## src/rtl/blit_bounds_check.sv

```systemverilog
module blit_bounds_check #(
  parameter int ADDR_W     = 24,
  parameter int WID_W      = 14,
  parameter int HGT_W      = 11,
  parameter int PITCH_W    = 16,
  parameter int LBUF_BYTES = 8192
) (
  input  logic                      clk,
  input  logic                      rst_n,
  input  logic                      start,
  input  logic [WID_W-1:0]          width,
  input  logic [HGT_W-1:0]          height,
  input  logic [ADDR_W-1:0]         dst_addr,
  input  logic signed [PITCH_W-1:0] dst_pitch,
  input  logic [ADDR_W-1:0]         src_addr,
  input  logic signed [PITCH_W-1:0] src_pitch,
  input  logic [ADDR_W-1:0]         addr_mask,
  input  logic [1:0]                mem_sel,
  output logic                      valid,
  output logic                      unsafe
);
  localparam int CW = ADDR_W + HGT_W + PITCH_W + 4;

  logic signed [CW-1:0] w_ext, span, mem_bytes, lbuf;
  logic bad_dims, bad_dst, bad_src, verdict;

  assign w_ext = $signed({{(CW-WID_W){1'b0}}, width});
  assign span  = $signed({{(CW-HGT_W){1'b0}}, height}) - CW'(1);
  assign lbuf  = CW'(LBUF_BYTES);

  always_comb begin
    mem_bytes = '0;
    case (mem_sel)
      2'd0:    mem_bytes[ADDR_W-2] = 1'b1;
      2'd1:    mem_bytes[ADDR_W-1] = 1'b1;
      default: mem_bytes[ADDR_W]   = 1'b1;
    endcase
  end

  function automatic logic region_bad(input logic [ADDR_W-1:0] addr,
                                      input logic signed [PITCH_W-1:0] pitch,
                                      input logic signed [CW-1:0] lines_m1,
                                      input logic signed [CW-1:0] wbytes,
                                      input logic signed [CW-1:0] limit,
                                      input logic [ADDR_W-1:0] mask);
    logic signed [CW-1:0] base, step, reach;
    base  = $signed({{(CW-ADDR_W){1'b0}}, addr & mask});
    step  = $signed({{(CW-PITCH_W){pitch[PITCH_W-1]}}, pitch});
    reach = base + lines_m1 * step;
    if (pitch == '0)
      return 1'b1;
    else if (pitch[PITCH_W-1])
      return (reach < 0) || (base + wbytes > limit);
    else
      return reach + wbytes > limit;
  endfunction

  assign bad_dims = (width == '0) || (height == '0) || (w_ext > lbuf) || (mem_sel == 2'd3);
  assign bad_dst  = region_bad(dst_addr, dst_pitch, span, w_ext, mem_bytes, addr_mask);
  assign bad_src  = region_bad(src_addr, src_pitch, span, w_ext, mem_bytes, addr_mask);
  assign verdict  = bad_dims || bad_dst || bad_src;

  always_ff @(posedge clk or negedge rst_n) begin
    if (!rst_n) begin
      valid  <= 1'b0;
      unsafe <= 1'b0;
    end else begin
      valid <= start;
      if (start) unsafe <= verdict;
    end
  end
endmodule

```

## config.mk

```make
export PLATFORM = sky130hd
export DESIGN_NAME = blit_bounds_check
export DESIGN_NICKNAME = d
export VERILOG_FILES = /design/src/rtl/blit_bounds_check.sv
export SDC_FILE = /design/constraint.sdc
export NUM_CORES = 1
export LEC_CHECK = 0
export ABC_CLOCK_PERIOD_IN_PS = 1000
export BUFFER_PORTS_ARGS = -buffer_cell sky130_fd_sc_hd__buf_2
export CORE_ASPECT_RATIO = 0.6
export CORE_UTILIZATION = 40
export CTS_CLUSTER_SIZE = 14
export DETAILED_ROUTE_END_ITERATION = 7
export PLACE_DENSITY = 0.68
export REMOVE_ABC_BUFFERS = 1
export SYNTH_ARGS = -nofsm -noshare
export SYNTH_HDL_FRONTEND = slang
export SYNTH_SLANG_ARGS = --single-unit
```

## constraint.sdc

```tcl
create_clock -name clk -period 1 [get_ports clk]
set_input_delay 0.15 -clock clk [delete_from_list [all_inputs] [get_ports clk]]
set_output_delay 0.15 -clock clk [all_outputs]
set_load 0.005 [all_outputs]
```

# Yosys cells after proc, flatten, opt, wreduce, memory -nomap -nowiden
# Cells that the tools add are included.
# classes
mul	2
mux	7
add_sub_neg	7
n_reduce_logical	13
bitwise	2
order_cmp	7
eq_ne	2
# op_table
op	n
$add A29 B15 Y30	2
$gt A30 B26 Y1	2
$add A25 B28 Y29	2
$lt A29 B1 Y1 const B	2
$mul A12 B16 Y28	2
$add A24 B14 Y25	2
$gt A25 B25 Y1	2
$and A24 B24 Y24	2
$logic_not A16 Y1	2
$gt A14 B14 Y1 const B	1
$logic_not A14 Y1	1
$sub A11 B1 Y12 const B	1
$logic_not A11 Y1	1
$logic_or A1 B1 Y1	7
$mux W1	7
$eq A2 B1 Y1 const B	1
$eq A2 B2 Y1 const B	1
$logic_not A2 Y1	1
$reduce_or A2 Y1	1
# totals
reg_bits	2
out_inout_bits	2

# Depth between registers and ports, before layout
# Gate-level depths: netlist (run 1).
# logic_depth
word_depth	9
depth_mapped	45
depth_no_buf	43

# Worst setup path before layout (run 1)
# No wires, ideal clock.
# synth_path
kind	input-to-reg
startpoint	input port height[0]
endpoint	register unsafe
t_required_ns	0.871
cell_stages	41
n_path_buf	2
arrival_time_ns	9.093
path_slack_ns	-8.222
cell_sequence	inv_1 -> clkbuf_1 -> ha_1 -> xor2_1 -> clkbuf_1 -> nand2_1 -> fa_1 -> inv_1 -> fa_1 -> fa_1 -> inv_1 -> fa_1 -> fa_1 -> inv_1 -> ha_1 -> ha_1 -> o211a_1 -> a21o_1 -> (+5 left out) -> o21ai_0 -> a31oi_1 -> nor2_1 -> nand2_1 -> nor4b_1 -> nor2_1 -> ha_1 -> nand2_1 -> a221o_1 -> nor3_1 -> o2111ai_1 -> a2111oi_0 -> a21boi_0 -> nand4_1 -> o41a_1 -> o31ai_1 -> a21oi_1 -> nand3b_1
# synth_via
elab_chain_len	9
elab_cells_between_ends	23
# synth_lines
item	line_no	text
start: declaration	12	input logic [HGT_W-1:0] height,
$sub A11 B1 Y12	28	assign span = $signed({{(CW-HGT_W){1'b0}}, height}) - CW'(1);
$mul A12 B16 Y28	49	reach = base + lines_m1 * step;
$add A25 B28 Y29	49	
$add A29 B15 Y30 or $lt A29 B1 Y1 (tied branches)	55, 53	
$gt A30 B26 Y1 or $logic_or A1 B1 Y1 (tied branches)	55, 53	
$mux W1	52	else if (pitch[PITCH_W-1])
$mux W1	50	if (pitch == '0)
$logic_or A1 B1 Y1	61	assign verdict = bad_dims || bad_dst || bad_src;
$logic_or A1 B1 Y1 (*)	61	
end signal: assignment	69	if (start) unsafe <= verdict;
end: declaration	20	output logic unsafe
# Mark *: on every way between the ends. The rest lies on a longest branch, timed or not.
# A chain may end at the register's enable or synchronous reset.

# Final worst setup path (run 1)
# layout_path
startpoint	input port height[3]
endpoint	register unsafe
# The elaborated chain is that of the path after synthesis.

==> impl_metrics.toml, run 1 <==
[synth]
syn-instance-count = 2395
synth-simple-area-share_pct = 19.6
synthesis.area_um2 = 20400
synth_edf_count = 0
synth-compound-area-share_pct = 12.2
ys_ff_latch = 2
synth_fa_ha_area_share_pct = 54.1
synth_top_family_by_area = "adder cells"
synth-xor-area-share_pct = 4.00
synth_cell_type_count = 88
ys.flop_type = "dfrtp_1"
async_reset_ff_share_pct = 100
yosys_warnings = 0
syn_avg_cell_area_um2 = 8.50
synth.area.mux_share_pct = 0.719
seq_area_frac_synth_pct = 0.246

[grt]
grt_pass1_vias = 20500
grt.total_usage_pct = 28.0
overflow = 0
antenna_found_initial = 1
grt_pass1_wl_um = 112000
grt_max_degree = 28

[cts]
clkTransAtPathRegs_ps = 30
clock-sinks = 2
cts_max_path_buffers = 2
clockRootBuffer = "clkbuf_16"
htreeDepth = 1
numCtsBuffers = 3
cts_tree = "built"
clock_latency_ps = 220

[detailed_routing]
viasPerCell = 5.29
first_pass_iters = 5
drt_wl_total_um = 71200
antenna_left = 0
drcViolationCount = 0
vias = 19800
drtIter0Drc = 1714
wl_per_cell_um = 19.0

[layout]
final_cell_mix = "buf_4 (600), fa_1 (407), inv_1 (390)"
design_area_um2 = 27000
drive_above_1_share_pct = 28.8
nNetsFinal = 3826
finish.utilization_pct = 54.2
final_common_cell = "buf_4"
fillers = 4640
syn2layout_area_growth_pct = 32.7

[timing]
setup_viol = 2
hold_viol = 0
slew_violations = 0
max_slew_margin_pct = 44.9
rsz0062_at_grt = "true"
worst_pin_slew_ps = 819
timing.final.crit_period_ps = 9500
setup_ws_ps = -8500
fmax_mhz = 105
clock_skew_ps = 0
fin_crit_sh_pct = 950

[critical_path]
critPathTopFamily = "adder cells"
critPathBufInv = 5
path_max_fanout = 8
critPathCaptureType = "register"
critPathLaunchType = "primary input"
worstSetupEndpoint = "unsafe"
r2r_cells = 4
critPathLaunch = "height[3]"
worstPathArrival_ps = 9590
worstPathRequired_ps = 1090
crit_top_cell = "fa_1"
slowest_delay_ps = 560
crit_cells = 37
r2r_slack_ps = -70
slowest_stage = "fa_1"
rr_startpoint = "unsafe"
crit_type = "primary input to register"
reg2reg_to = "unsafe"

[die]
coreArea_um2 = 49800
rows = 63
num_io_pins = 136
die_w_um = 293
die_h_um = 177
die-area_um2 = 51800
start_util_pct = 40.9

[status]
outcome = "finished, violations left"
violations = "setup timing"

[worst_hold_path]
hold_class = "primary input to asynchronous set/reset pin"

[place]
dp_hpwl_um = 63200
globalplace.congestion = 1.03
io_buffers = 135
post-place-ws_ps = -9180
post_dp_cell_area_um2 = 25900

[job]
max-cap-violations = 0
how the worst min path moves through the flow:
stage	start	cells after the start	endpoint
2_1_floorplan	rst_n	0	unsafe
3_3_place_gp	rst_n	1	valid
3_5_place_dp	rst_n	1	valid
4_1_cts	rst_n	2	valid
5_1_grt	rst_n	2	valid
6_report	rst_n	2	valid
cells by family after synthesis:
logic type,after synthesis
simple gates,800
fa+ha+maj,633
buf+inv,486
compound gates,367
xor+xnor,93
mux,14
flops,2
synth_stat cells (all sizes together), types with 7 or more instances:
library cell    n  area, um2
or2            14       87.6
a21o           34        255
or3             8       55.1
xnor2          64        561
o2111ai        10       87.6
clkbuf         84        315
a211oi         23        178
nor3           36        185
nand3          29        145
nor2b          21        131
o21ai          69        345
inv           393       1480
xor2           29        254
nor4           22        153
o21bai          7       52.6
mux2i           9       90.1
o31ai          11       92.6
o21a           24        180
nor2          108        405
nand2         304       1140
a31oi          21        131
o211ai         15        118
ha            221       2770
and2          140        876
a21oi          85        429
buf             9       55.1
fa            412       8250
nand2b         47        294
nand4          24        150
and3           16        106
layer usage:
| metal | GRT usage (%) | part of all wire [%] |
|---|---|---|
| met5 | 0 | 0 |
| met4 | 6.79 | 2.7 |
| met3 | 7.95 | 11 |
| met2 | 39.7 | 39 |
| met1 | 41.7 | 47 |
what timing repair did:
item / 4_1_cts / 5_1_grt
setup buffers: 35 / 5
pin swaps: 70 / 36
hold buffers: 1 / 0
hold endpoints to repair: 2 / 0
resized for setup: 102 / 33
setup endpoints to repair: 2 / 2
cell type report:
| type | instances | area (um2) | area share [%] |
|---|---|---|---|
| well taps | 682 | 853 | 3.16 |
| repair buffers | 752 | 5390 | 20.0 |
| clock buffers | 3 | 75.1 | 0.278 |
| diodes | 1 | 2.50 | 0.00927 |
| inverters | 393 | 1480 | 5.46 |
| flip-flops and latches | 2 | 50.0 | 0.185 |
| multi-input cells | 1907 | 19100 | 70.9 |
metrics by stage:
stage	instances	hold slack (ps)	TNS (ps)
after global placement	3696	-28.1	-8930
after detailed placement	3696	-32.1	-9180
after floorplan	2302	-146	-9100
after CTS	3733	268	-8450
after global routing	3740	275	-8900
final	3740	278	-8560
worst register-to-register path, cell delays in order, from the launching register on:
cell and delay, ps:
dfrtp_1 430, nor2_1 230, nor3_1 100, o31ai_2 70
nand3b_1 110
sequential cells by signal (all words and copies together) (netlist names):
name    flops
unsafe      1
valid       1
Power of run 1 is not shown: default switching activity piles up to over one toggle a cycle in this logic, so the estimate is an artifact.
==> run 2: changes to the inputs <==
--- a/config.mk
+++ b/config.mk
@@ -12,7 +12,6 @@
 export CTS_CLUSTER_SIZE = 14
 export DETAILED_ROUTE_END_ITERATION = 7
 export PLACE_DENSITY = 0.68
-export REMOVE_ABC_BUFFERS = 1
 export SYNTH_ARGS = -nofsm -noshare
 export SYNTH_HDL_FRONTEND = slang
 export SYNTH_SLANG_ARGS = --single-unit
==> run 2 against run 1 <==
Compared with the run above:
- the flow still finishes with violations (setup timing)
- critical endpoint unchanged
- sequential share of layout area is essentially flat
- wire length shrank 2.7%
- worst setup slack gained 180 ps
- clock skew is the same
- cell count shrank 2.2%
- cell area shrank 3.1%
==> impl_metrics.toml, run 2 (synthesis gave the netlist of run 1 again) <==
[critical_path]
worstPathArrival_ps = 9420
worstPathRequired_ps = 1100
critPathCaptureType = "register"
critPathLaunchType = "primary input"
slowest_stage = "fa_1"
rr_startpoint = "unsafe"
slowest_delay_ps = 550
critPathLaunch = "height[2]"
crit_type = "primary input to register"
path_max_fanout = 18
crit_top_cell = "fa_1"

[layout]
register_area_um2 = 50.0
final_cell_mix = "buf_4 (520), fa_1 (411), inv_1 (393)"
syn2layout_area_growth_pct = 28.5
antennaDiodeCount = 0
top_regs = "unsafe (1), valid (1)"
final_common_cell = "buf_4"
nNetsFinal = 3745
multi_input_area_um2 = 18800
drive_above_1_share_pct = 25.5
fillers = 4695

[status]
outcome = "finished, violations left"
violations = "setup timing"

[synth]
syn_nets = 3162

[detailed_routing]
viasPerCell = 5.30
drtIter0Drc = 1622
wl_per_cell_um = 18.9
first_pass_iters = 5
vias = 19400
drt_wl_total_um = 69300
antenna_left = 0
drcViolationCount = 0

[grt]
grt_pass1_vias = 19400
antenna_found_initial = 1
grt.total_usage_pct = 27.0
overflow = 0
grt_max_degree = 22
grt_pass1_wl_um = 109000

[timing]
setup-tns-final_ps = -8370
setup_ws_ps = -8310
slew_violations = 0
setup_viol = 2
timing.final.crit_period_ps = 9310
clock_skew_ps = 0
fin_crit_sh_pct = 931
hold_viol = 0
rsz0062_at_grt = "true"
worst_pin_slew_ps = 616
max_slew_margin_pct = 58.8
fmax_mhz = 107

[die]
coreArea_um2 = 49800
die_h_um = 177
rows = 63
num_io_pins = 136
die_w_um = 293
die-area_um2 = 51800
start_util_pct = 40.9

[place]
globalplace.congestion = 0.992
io_buffers = 135
dp_hpwl_um = 62500

[job]
max-cap-violations = 0

[cts]
clkTransAtPathRegs_ps = 30
cts_max_path_buffers = 2
htreeDepth = 1
cts_tree = "built"
numCtsBuffers = 3
clock_latency_ps = 230
clock-sinks = 2
clockRootBuffer = "clkbuf_16"

[worst_hold_path]
hold_class = "primary input to asynchronous set/reset pin"
-- run 2: final timing paths --
check,end,slack [ps],depth (start not counted)
max in group asynchronous,unsafe,600,2
hold reg to reg,unsafe,690,2
setup reg to reg,unsafe,-40,4
hold / removal,valid,260,2
min in group clk,valid,310,2
setup / recovery,unsafe,-8310,37
-- run 2: timing repair --
| item | in CTS | in global routing |
|---|---|---|
| hold buffers | 1 | 0 |
| gates resized for setup | 13 | 22 |
| gates cloned | 0 | 0 |
| endpoints found under the hold margin | 2 | 0 |
| endpoints found under the setup margin | 2 | 2 |
| pin swaps | 5 | 9 |
| setup buffers | 0 | 3 |
-- run 2: area by class of cell --
| type | count | share of cell area, % |
|---|---|---|
| multi-input cells | 1907 | 71.9 |
| inverters | 393 | 5.64 |
| clock buffers | 3 | 0.287 |
| flip-flops and latches | 2 | 0.191 |
| well taps | 682 | 3.26 |
| repair buffers | 671 | 18.7 |
-- run 2: metrics by stage --
step / util [%] / cell area [um2] / hold slack [ps] / cells / setup slack, ps
global route: 52.5 / 26200 / 284 / 3658 / -8650
global placement: 51.9 / 25900 / -26.5 / 3651 / -8670
CTS: 52.2 / 26000 / 261 / 3655 / -8210
floorplan: - / 20500 / -146 / 2395 / -7670
finish: 52.5 / 26200 / 262 / 3658 / -8310
detailed placement: 51.9 / 25900 / -25.8 / 3651 / -8720
-- run 2: worst max-delay path, delay by kind of cell --
kind	cells	cell delay, ps
AO/OA/AOI/OAI	9	1880
XOR/XNOR	2	300
AND/OR/NAND/NOR	14	3160
buffers and inverters	4	490
adder cells (fa/ha/maj)	8	3400
-- run 2: routing by layer --
layer | global-route usage [%] | vias to the layer above | wire [um]
met4 | 3.65 | 2 | 1100
met3 | 5.32 | 53 | 6930
met1 | 41.7 | 9596 | 32400
met5 | 0 | - | 11
met2 | 39.5 | 816 | 28900
li1 | - | 8937 | -
Power of run 2 is left out for the same reason.
